## config.mk

```make
export PLATFORM = sky130hd
export DESIGN_NAME = paged_xlate
export DESIGN_NICKNAME = d
export VERILOG_FILES = /design/src/rtl/xlate_pkg.sv /design/src/rtl/xl_base_reg.sv /design/src/rtl/xl_page_table.sv /design/src/rtl/xl_addr_mux.sv /design/src/rtl/paged_xlate.sv
export SDC_FILE = /design/constraint.sdc
export NUM_CORES = 2
export LEC_CHECK = 0
export BUFFER_PORTS_ARGS = -buffer_cell sky130_fd_sc_hd__buf_4
export CORE_MARGIN = 4
export CORE_UTILIZATION = 45
export CTS_BUF_LIST = sky130_fd_sc_hd__clkbuf_8
export DETAILED_ROUTE_END_ITERATION = 10
export PLACE_DENSITY_LB_ADDON = 0.05
export SYNTH_ARGS = -nofsm -noshare
export SYNTH_HDL_FRONTEND = slang
export SYNTH_SLANG_ARGS = --single-unit
```

## constraint.sdc

```tcl
create_clock -name clk -period 2.2 [get_ports clk]
set_input_delay 0.22 -clock clk [delete_from_list [all_inputs] [get_ports clk]]
set_output_delay 0.22 -clock clk [all_outputs]
set_load 0.01 [all_outputs]
```

## src/rtl/xlate_pkg.sv

```systemverilog
// Package xlate_pkg
// Shared geometry of the paged translation unit: address, page and entry
// widths. All other widths are derived here so that the modules agree.
package xlate_pkg;
    localparam int LA_W    = 16;               // logical address width
    localparam int OFF_W   = 11;               // byte offset inside a page
    localparam int PAGE_W  = LA_W - OFF_W;     // page number inside a space
    localparam int IDX_W   = 8;                // table index width
    localparam int SPACE_W = IDX_W - PAGE_W;   // address-space selector width
    localparam int ENTRY_W = 16;               // table entry width
    localparam int PPN_W   = 8;                // physical page field width
    localparam int PA_W    = PPN_W + OFF_W;    // physical address width
endpackage

```

## src/rtl/xl_base_reg.sv

```systemverilog
// Module xl_base_reg
// Holds the address-space selector. Only the bits above the page-number
// field of the written value are kept, so the effective base is always a
// multiple of the space size. Assumes the write strobe is a single-cycle
// pulse; writes outside privileged mode are dropped.
module xl_base_reg #(
    parameter int IDX_W  = 8,
    parameter int PAGE_W = 5,
    localparam int SPACE_W = IDX_W - PAGE_W
) (
    input  logic               clk,
    input  logic               rst_n,
    input  logic               we,
    input  logic               allow,
    input  logic [IDX_W-1:0]   wdata,
    output logic [SPACE_W-1:0] space_q
);

    // Load the space selector on a permitted write; clear on reset.
    always_ff @(posedge clk) begin
        if (!rst_n) begin
            space_q <= '0;
        end else if (we && allow) begin
            space_q <= wdata[IDX_W-1:PAGE_W];
        end
    end

    // a privileged write lands in the selector on the next cycle.
    assert_base_load_R5: assert property (@(posedge clk) disable iff (!rst_n)
        (we && allow) |=> (space_q == $past(wdata[IDX_W-1:PAGE_W])));

    // an unprivileged write leaves the selector untouched.
    assert_base_user_hold_R7: assert property (@(posedge clk) disable iff (!rst_n)
        (we && !allow) |=> $stable(space_q));

endmodule

```

## src/rtl/xl_page_table.sv

```systemverilog
// Module xl_page_table
// Register array of translation entries with one write port and one
// combinational read port that returns the physical page field of the
// indexed entry. Assumes a synchronous active-low reset that clears
// every entry; lower entry bits are stored but never read out.
module xl_page_table #(
    parameter int IDX_W   = 8,
    parameter int ENTRY_W = 16,
    parameter int PPN_W   = 8,
    localparam int DEPTH  = 1 << IDX_W
) (
    input  logic               clk,
    input  logic               rst_n,
    input  logic               we,
    input  logic               allow,
    input  logic [IDX_W-1:0]   widx,
    input  logic [ENTRY_W-1:0] wdata,
    input  logic [IDX_W-1:0]   ridx,
    output logic [PPN_W-1:0]   rppn
);

    logic [ENTRY_W-1:0] tbl [DEPTH];

    // Write one entry on a permitted strobe; clear every entry on reset.
    always_ff @(posedge clk) begin
        if (!rst_n) begin
            for (int i = 0; i < DEPTH; i++) begin
                tbl[i] <= '0;
            end
        end else if (we && allow) begin
            tbl[widx] <= wdata;
        end
    end

    // Read the physical page field of the selected entry.
    always_comb begin
        rppn = tbl[ridx][ENTRY_W-1 -: PPN_W];
    end

    // a privileged write stores the full value at the given index.
    assert_pte_store_R4: assert property (@(posedge clk) disable iff (!rst_n)
        (we && allow) |=> (tbl[$past(widx)] == $past(wdata)));

    // an unprivileged write leaves the addressed entry untouched.
    assert_pte_user_hold_R6: assert property (@(posedge clk) disable iff (!rst_n)
        (we && !allow) |=> (tbl[$past(widx)] == $past(tbl[widx])));

endmodule

```

## src/rtl/xl_addr_mux.sv

```systemverilog
// Module xl_addr_mux
// Forms the RAM address: either the physical page joined with the page
// offset, or the logical address zero-extended when paging is off.
// Purely combinational; assumes the physical address is wider than the
// logical one.
module xl_addr_mux #(
    parameter int LA_W  = 16,
    parameter int OFF_W = 11,
    parameter int PPN_W = 8,
    localparam int PA_W = PPN_W + OFF_W
) (
    input  logic              paging_en,
    input  logic [LA_W-1:0]   logical_addr,
    input  logic [PPN_W-1:0]  ppn,
    output logic [PA_W-1:0]   ram_addr
);

    // Select translated or pass-through address.
    always_comb begin
        if (paging_en) begin
            ram_addr = {ppn, logical_addr[OFF_W-1:0]};
        end else begin
            ram_addr = {{(PA_W-LA_W){1'b0}}, logical_addr};
        end
    end

endmodule

```

## src/rtl/paged_xlate.sv

```systemverilog
// Module paged_xlate
// Top of the paged translation unit. Builds the table index from the
// address-space selector and the page number, looks up the physical
// page and forms the RAM address. Assumes kernel_mode is stable around
// the clock edge at which a write strobe is sampled.
module paged_xlate
    import xlate_pkg::*;
#(
    parameter int P_LA_W    = LA_W,
    parameter int P_OFF_W   = OFF_W,
    parameter int P_IDX_W   = IDX_W,
    parameter int P_ENTRY_W = ENTRY_W,
    parameter int P_PPN_W   = PPN_W,
    localparam int P_PAGE_W  = P_LA_W - P_OFF_W,
    localparam int P_SPACE_W = P_IDX_W - P_PAGE_W,
    localparam int P_PA_W    = P_PPN_W + P_OFF_W
) (
    input  logic                 clk,
    input  logic                 rst_n,
    input  logic                 kernel_mode,
    input  logic                 paging_en,
    input  logic [P_LA_W-1:0]    logical_addr,
    input  logic                 pte_we,
    input  logic [P_IDX_W-1:0]   pte_idx,
    input  logic [P_ENTRY_W-1:0] pte_wdata,
    input  logic                 base_we,
    input  logic [P_IDX_W-1:0]   base_wdata,
    output logic [P_PA_W-1:0]    ram_addr
);

    logic [P_SPACE_W-1:0] space_q;
    logic [P_IDX_W-1:0]   tbl_idx;
    logic [P_PPN_W-1:0]   ppn;

    xl_base_reg #(
        .IDX_W  (P_IDX_W),
        .PAGE_W (P_PAGE_W)
    ) u_base (
        .clk     (clk),
        .rst_n   (rst_n),
        .we      (base_we),
        .allow   (kernel_mode),
        .wdata   (base_wdata),
        .space_q (space_q)
    );

    // Index = base (space * 32) + page number; no carry can occur.
    always_comb begin
        tbl_idx = {space_q, logical_addr[P_LA_W-1:P_OFF_W]};
    end

    xl_page_table #(
        .IDX_W   (P_IDX_W),
        .ENTRY_W (P_ENTRY_W),
        .PPN_W   (P_PPN_W)
    ) u_table (
        .clk   (clk),
        .rst_n (rst_n),
        .we    (pte_we),
        .allow (kernel_mode),
        .widx  (pte_idx),
        .wdata (pte_wdata),
        .ridx  (tbl_idx),
        .rppn  (ppn)
    );

    xl_addr_mux #(
        .LA_W  (P_LA_W),
        .OFF_W (P_OFF_W),
        .PPN_W (P_PPN_W)
    ) u_mux (
        .paging_en    (paging_en),
        .logical_addr (logical_addr),
        .ppn          (ppn),
        .ram_addr     (ram_addr)
    );

    // with paging off the RAM address is the zero-extended logical one.
    assert_passthru_R2: assert property (@(posedge clk) disable iff (!rst_n)
        !paging_en |-> (ram_addr == {{(P_PA_W-P_LA_W){1'b0}}, logical_addr}));

    // the page offset always reaches the RAM address unchanged.
    assert_offset_kept_R3: assert property (@(posedge clk) disable iff (!rst_n)
        ram_addr[P_OFF_W-1:0] == logical_addr[P_OFF_W-1:0]);

    // straight after reset, translation yields physical page 0.
    assert_reset_page_zero_R1: assert property (@(posedge clk)
        (!$past(rst_n) && rst_n && paging_en) |-> (ram_addr[P_PA_W-1:P_OFF_W] == '0));

endmodule

```

==> Yosys cells after proc, flatten, opt, wreduce, memory -nomap -nowiden <==
Memory sizes are Yosys's and may differ from the RTL's.
Cells that the tools add are included.
{ "totals": {"inputBits": 54, "ramBits": 4096, "word_cells": 13, "rom_bits": 0, "ff_bits": 3, "latch_bits": 0, "output_inout_bits": 19, "n_memories": 1} }
{ "classes": {"n_eq_ne": 0, "n_addsub": 0, "shifts": 0, "n_div": 0, "bitwise": 0, "reduce_logical": 3, "n_lt_le_gt_ge": 0, "n_mux": 8, "multipliers": 0} }
{ "mem_list": {"columns": ["memory", "depth", "width", "read_ports", "rd_ports_with_merged_regs", "wr", "line", "text"], "rows": [
  ["u_table.tbl", 256, 16, 1, 0, 256, "xl_page_table.sv:22", "logic [ENTRY_W-1:0] tbl [DEPTH];"]
]} }
{ "op_table": {"columns": ["cell", "n"], "rows": [
  ["19-bit two-way mux", 1],
  ["16-bit two-way mux", 1],
  ["16-bit OR reduction", 1],
  ["8-bit two-way mux", 1],
  ["1-bit two-way mux", 5],
  ["1-bit logical AND", 2]
]} }

==> Logic depth before layout (Yosys ltp) <==
{ "depth": {"depth_word": 6, "ltp_mapped": 12, "mapped_depth_nobuf": 7} }

==> Hierarchy <==
Synthesis repeated with hierarchy kept, for this count alone.
{ "unflattened": {"hier_cells": 6769, "area_unflattened_um2": 96545.1} }
{ "modules_own_cells": {"columns": ["module", "seq_area_each_um2", "area_each_um2", "instances", "cells_each"], "rows": [
  ["xl_page_table", 61499.0, 96228.5, 1, 6736],
  ["xl_addr_mux", 0.0, 191.4, 1, 20],
  ["xl_base_reg", 60.1, 125.1, 1, 13]
]} }

==> Worst setup path before layout <==
Ideal clock, no wire load.
{ "synth_timing": {"kind": "input to register", "from": "input rst_n", "to": "memory u_table.tbl[161][10] (enable)", "setup_slack_ns": -0.083, "cell_stages": 9, "arrival_ns": 1.954, "n_path_buf": 4, "setup_time_ns": 0.329, "t_required_ns": 1.871, "cell_sequence": "buf_2 > nand3_1 > or3_1 > clkbuf_1 > nor2_2 > buf_2 > buf_2 > nand2_1 > nand2_1"} }
{ "synth_lines": {"columns": ["item", "line", "text"], "rows": [
  ["start: declaration", "paged_xlate.sv:19", "input logic rst_n,"],
  ["end: declaration", "xl_page_table.sv:22", null]
]} }

==> Final worst setup path <==
{ "layout_timing": {"from": "register u_base.space_q[1]", "to": "output ram_addr[11]"} }
{ "layout_via": {"elab_chain_cells": 2} }
{ "layout_lines": {"columns": ["item", "line", "text"], "rows": [
  ["start: declaration", "xl_base_reg.sv:16", "output logic [SPACE_W-1:0] space_q"],
  ["start signal: assignment", "xl_base_reg.sv:24", "space_q <= wdata[IDX_W-1:PAGE_W];"],
  ["memory read 256 x 16 bit", null, null],
  ["19-bit two-way mux", "xl_addr_mux.sv:20", "if (paging_en) begin"],
  ["end: declaration", "paged_xlate.sv:28", "output logic [P_PA_W-1:0] ram_addr"]
]} }
No other way between the ends.

==> run metrics <==
Least-Margin Pin Slew 1040 ps; leading cell types by count after synthesis edfxtp_1, and3_1, clkbuf_1; CP required 1980 ps; Layout Skew 0 ps; CP Launch Type flip-flop; Final Hold Viols 0; Yosys top cell by area edfxtp_1; first-pass GRT wire length 478 mm; Max-slew headroom 0.305; Root Buffer clkbuf_8; Fillers 17300; DR vias 64800; syn nets 6809; Largest stage delay, worst path 530 ps; fmax 262 MHz; Crit. path cell count 10; sequential-to-total area share from yosys stat 0.637; Hold WC Path Type in -> reg; Distinct cells, synth 74; Starting DRT DRC Count 7908; DRT Pass-1 Iters 5; Synth Flop Type edfxtp_1; async set or reset register ratio after synthesis 0; RSZ-0062 raised after global routing yes; PwrDens 751 nW/um^2; GPL Wtd Cong 0.937; fin nets 7612; RR Endpoint u_base.space_q[1]; Final period util 1.74; Post-Place Setup Slack -1810 ps; Yosys top cell area share 0.636; fraction of layout cells with a size suffix above 1 0.311; R2R Setup Slk 730 ps; Final ANT Viol Nets 0; Vias/cell 6.09; Max-cap violations 0; Post-synth EDFFs 2048; Crit Path Max Fanout 4; Slew Viols, Final 0; Post-Route WL 333 mm; Ports 73; reg2reg start u_base.space_q[1]; Setup crit end ram_addr[11]; core area 213000 sq um; status complete, but fails checks; cts bufs inserted 375; Setup Viol. Count Final 8; worst skew pair latency 1100 ps; Pwr Total 87800 uW; most used cell, CP buf_6; VDD IR max 0.725 mV; Worst setup EP type primary output; Critical Path, Cell by Cell nor3b_2 > and2_4 > a31oi_4 > buf_6 > nand4_1 > nor4_4 > a32oi_2 > o31ai_4 > buf_4 > buf_6; Initial Utilization 0.454; TritonCTS clock tree done; CP Class reg -> out; CP bufs+invs 3; CTS H-tree lvls 5; CTS sink count 2051; hold depth 5; pin count of the biggest net entering global routing 138; vias in the first global route 64800; leakage power 0.0489 uW; minimum clock period 3820 ps; Die Wd 472 um; final setup margin -1620 ps; initial antenna violation count 20; worst setup path startpoint u_base.space_q[1]; port buffer count 37; most common cell in the synthesized netlist edfxtp_1; Core Util, Final 0.549; Ys Warns 0; Clock transition at path regs 60 ps; Max clock buf depth 4; Crit path arrival time 3600 ps; R2R cell count 5; Area Overhead vs Synth 20.9%; HPWL after DPL 226 mm; synthesized area per cell 14.3 sq um; Top delay family on crit path simple AND/OR/NAND/NOR gates; mapped cell area 96700 sq um; drt drc 0; Synth Instances 6755; per-cell routed wire length 31.2 um; Die Area 222000 sq um; violated checks setup timing; Row Count 169; Synth area leaders edfxtp_1, and3_1, mux4_2; total track usage 0.296; slowest stage cell, crit path nor4_4; die height 472 um; number of synthesized register bits 2051; grt total ovfl 0
## power breakdown
part	switching (uW)	total (uW)	internal, uW
logic	5330	9060	3730
clock network	16200	33200	17000
registers	626	45500	44800
total	22200	87800	65600
## state kept, by name (all words and copies together) (netlist names)
signal	count
u_base.space_q	3
u_table.tbl	2048
## layout by cell type (no fill, tap or decap), drive strengths merged, types with 9 or more instances in the layout
cell type	Yosys	final
a211oi	9	9
a21oi	26	26
a22oi	70	70
a31oi	12	12
a32oi	9	9
and2	150	150
and3	1909	1909
buf	196	1296
bufinv	0	9
clkbuf	711	389
clkinv	1	136
diode	0	14
dlygate4sd3	0	29
edfxtp	2048	2048
inv	5	115
mux2i	138	138
mux4	481	481
nand2	581	581
nand2b	19	19
nand3	47	47
nand4	15	15
nor2	89	89
nor3	27	27
o21ai	47	47
o221ai	34	34
o22ai	41	41
## worst register-to-register path: cells and delay by family, from the launching register on
family | cells | cell delay (ps)
AOI/OAI and AO/OA | 1 | 150
buffers and inverters | 3 | 820
DFF | 1 | 370
and+or+nand+nor | 1 | 60
## cell families after synthesis
group,share of synthesized area
mux,0.127
compound gates,0.0218
simple gates,0.169
buf+inv,0.0455
flops,0.637
## through the flow
stage / hold slack [ps] / cell area [sq um] / std cells / setup TNS [ps]
2_1_floorplan: 376 / 96900 / 6755 / -20500
3_3_place_gp: 440 / 109000 / 9972 / -459250
3_5_place_dp: 440 / 109000 / 9973 / -461420
4_1_cts: 6.34 / 117000 / 10600 / -13020
5_1_grt: 67.2 / 117000 / 10600 / -12680
6_report: 119 / 117000 / 10700 / -12000
## metal layers
| layer | up-vias | share of wire | GRT usage |
|---|---|---|---|
| met3 | 504 | 0.085 | 0.0550 |
| met4 | 0 | 0.035 | 0.101 |
| met5 | - | 0 | 0 |
| li1 | 27700 | - | - |
| met2 | 2963 | 0.45 | 0.449 |
| met1 | 33700 | 0.43 | 0.431 |
## area by class of cell
| cell class | count | area (sq um) | share of cell area |
|---|---|---|---|
| clock buffers | 381 | 5240 | 0.0449 |
| flip-flops and latches | 2051 | 61600 | 0.527 |
| diodes | 14 | 35.0 | 0.000300 |
| inverters | 6 | 27.5 | 0.000236 |
| well taps | 2821 | 3530 | 0.0302 |
| multi-input cells | 3791 | 32000 | 0.274 |
| clock inverters | 259 | 1300 | 0.0111 |
| repair buffers | 1333 | 13200 | 0.113 |
## worst min path at each step
stage / startpoint / to / slack, ps
after floorplan: base_wdata[5] / u_base.space_q[0] / 380
after global placement: logical_addr[3] / ram_addr[3] / 440
after detailed placement: logical_addr[3] / ram_addr[3] / 440
after CTS: pte_idx[7] / u_table.tbl[129][14] / 6
after global routing: pte_idx[7] / u_table.tbl[129][14] / 70
final: pte_idx[7] / u_table.tbl[129][14] / 120
## timing repair
| item | CTS | global route |
|---|---|---|
| setup buffers | 7 | 4 |
| hold buffers | 29 | 0 |
| endpoints found under the setup margin | 8 | 8 |
| endpoints found under the hold margin | 1055 | 0 |
| gates resized for setup | 133 | 55 |
| pin swaps | 36 | 34 |
No activity file was read; power rests on OpenSTA's default activity.
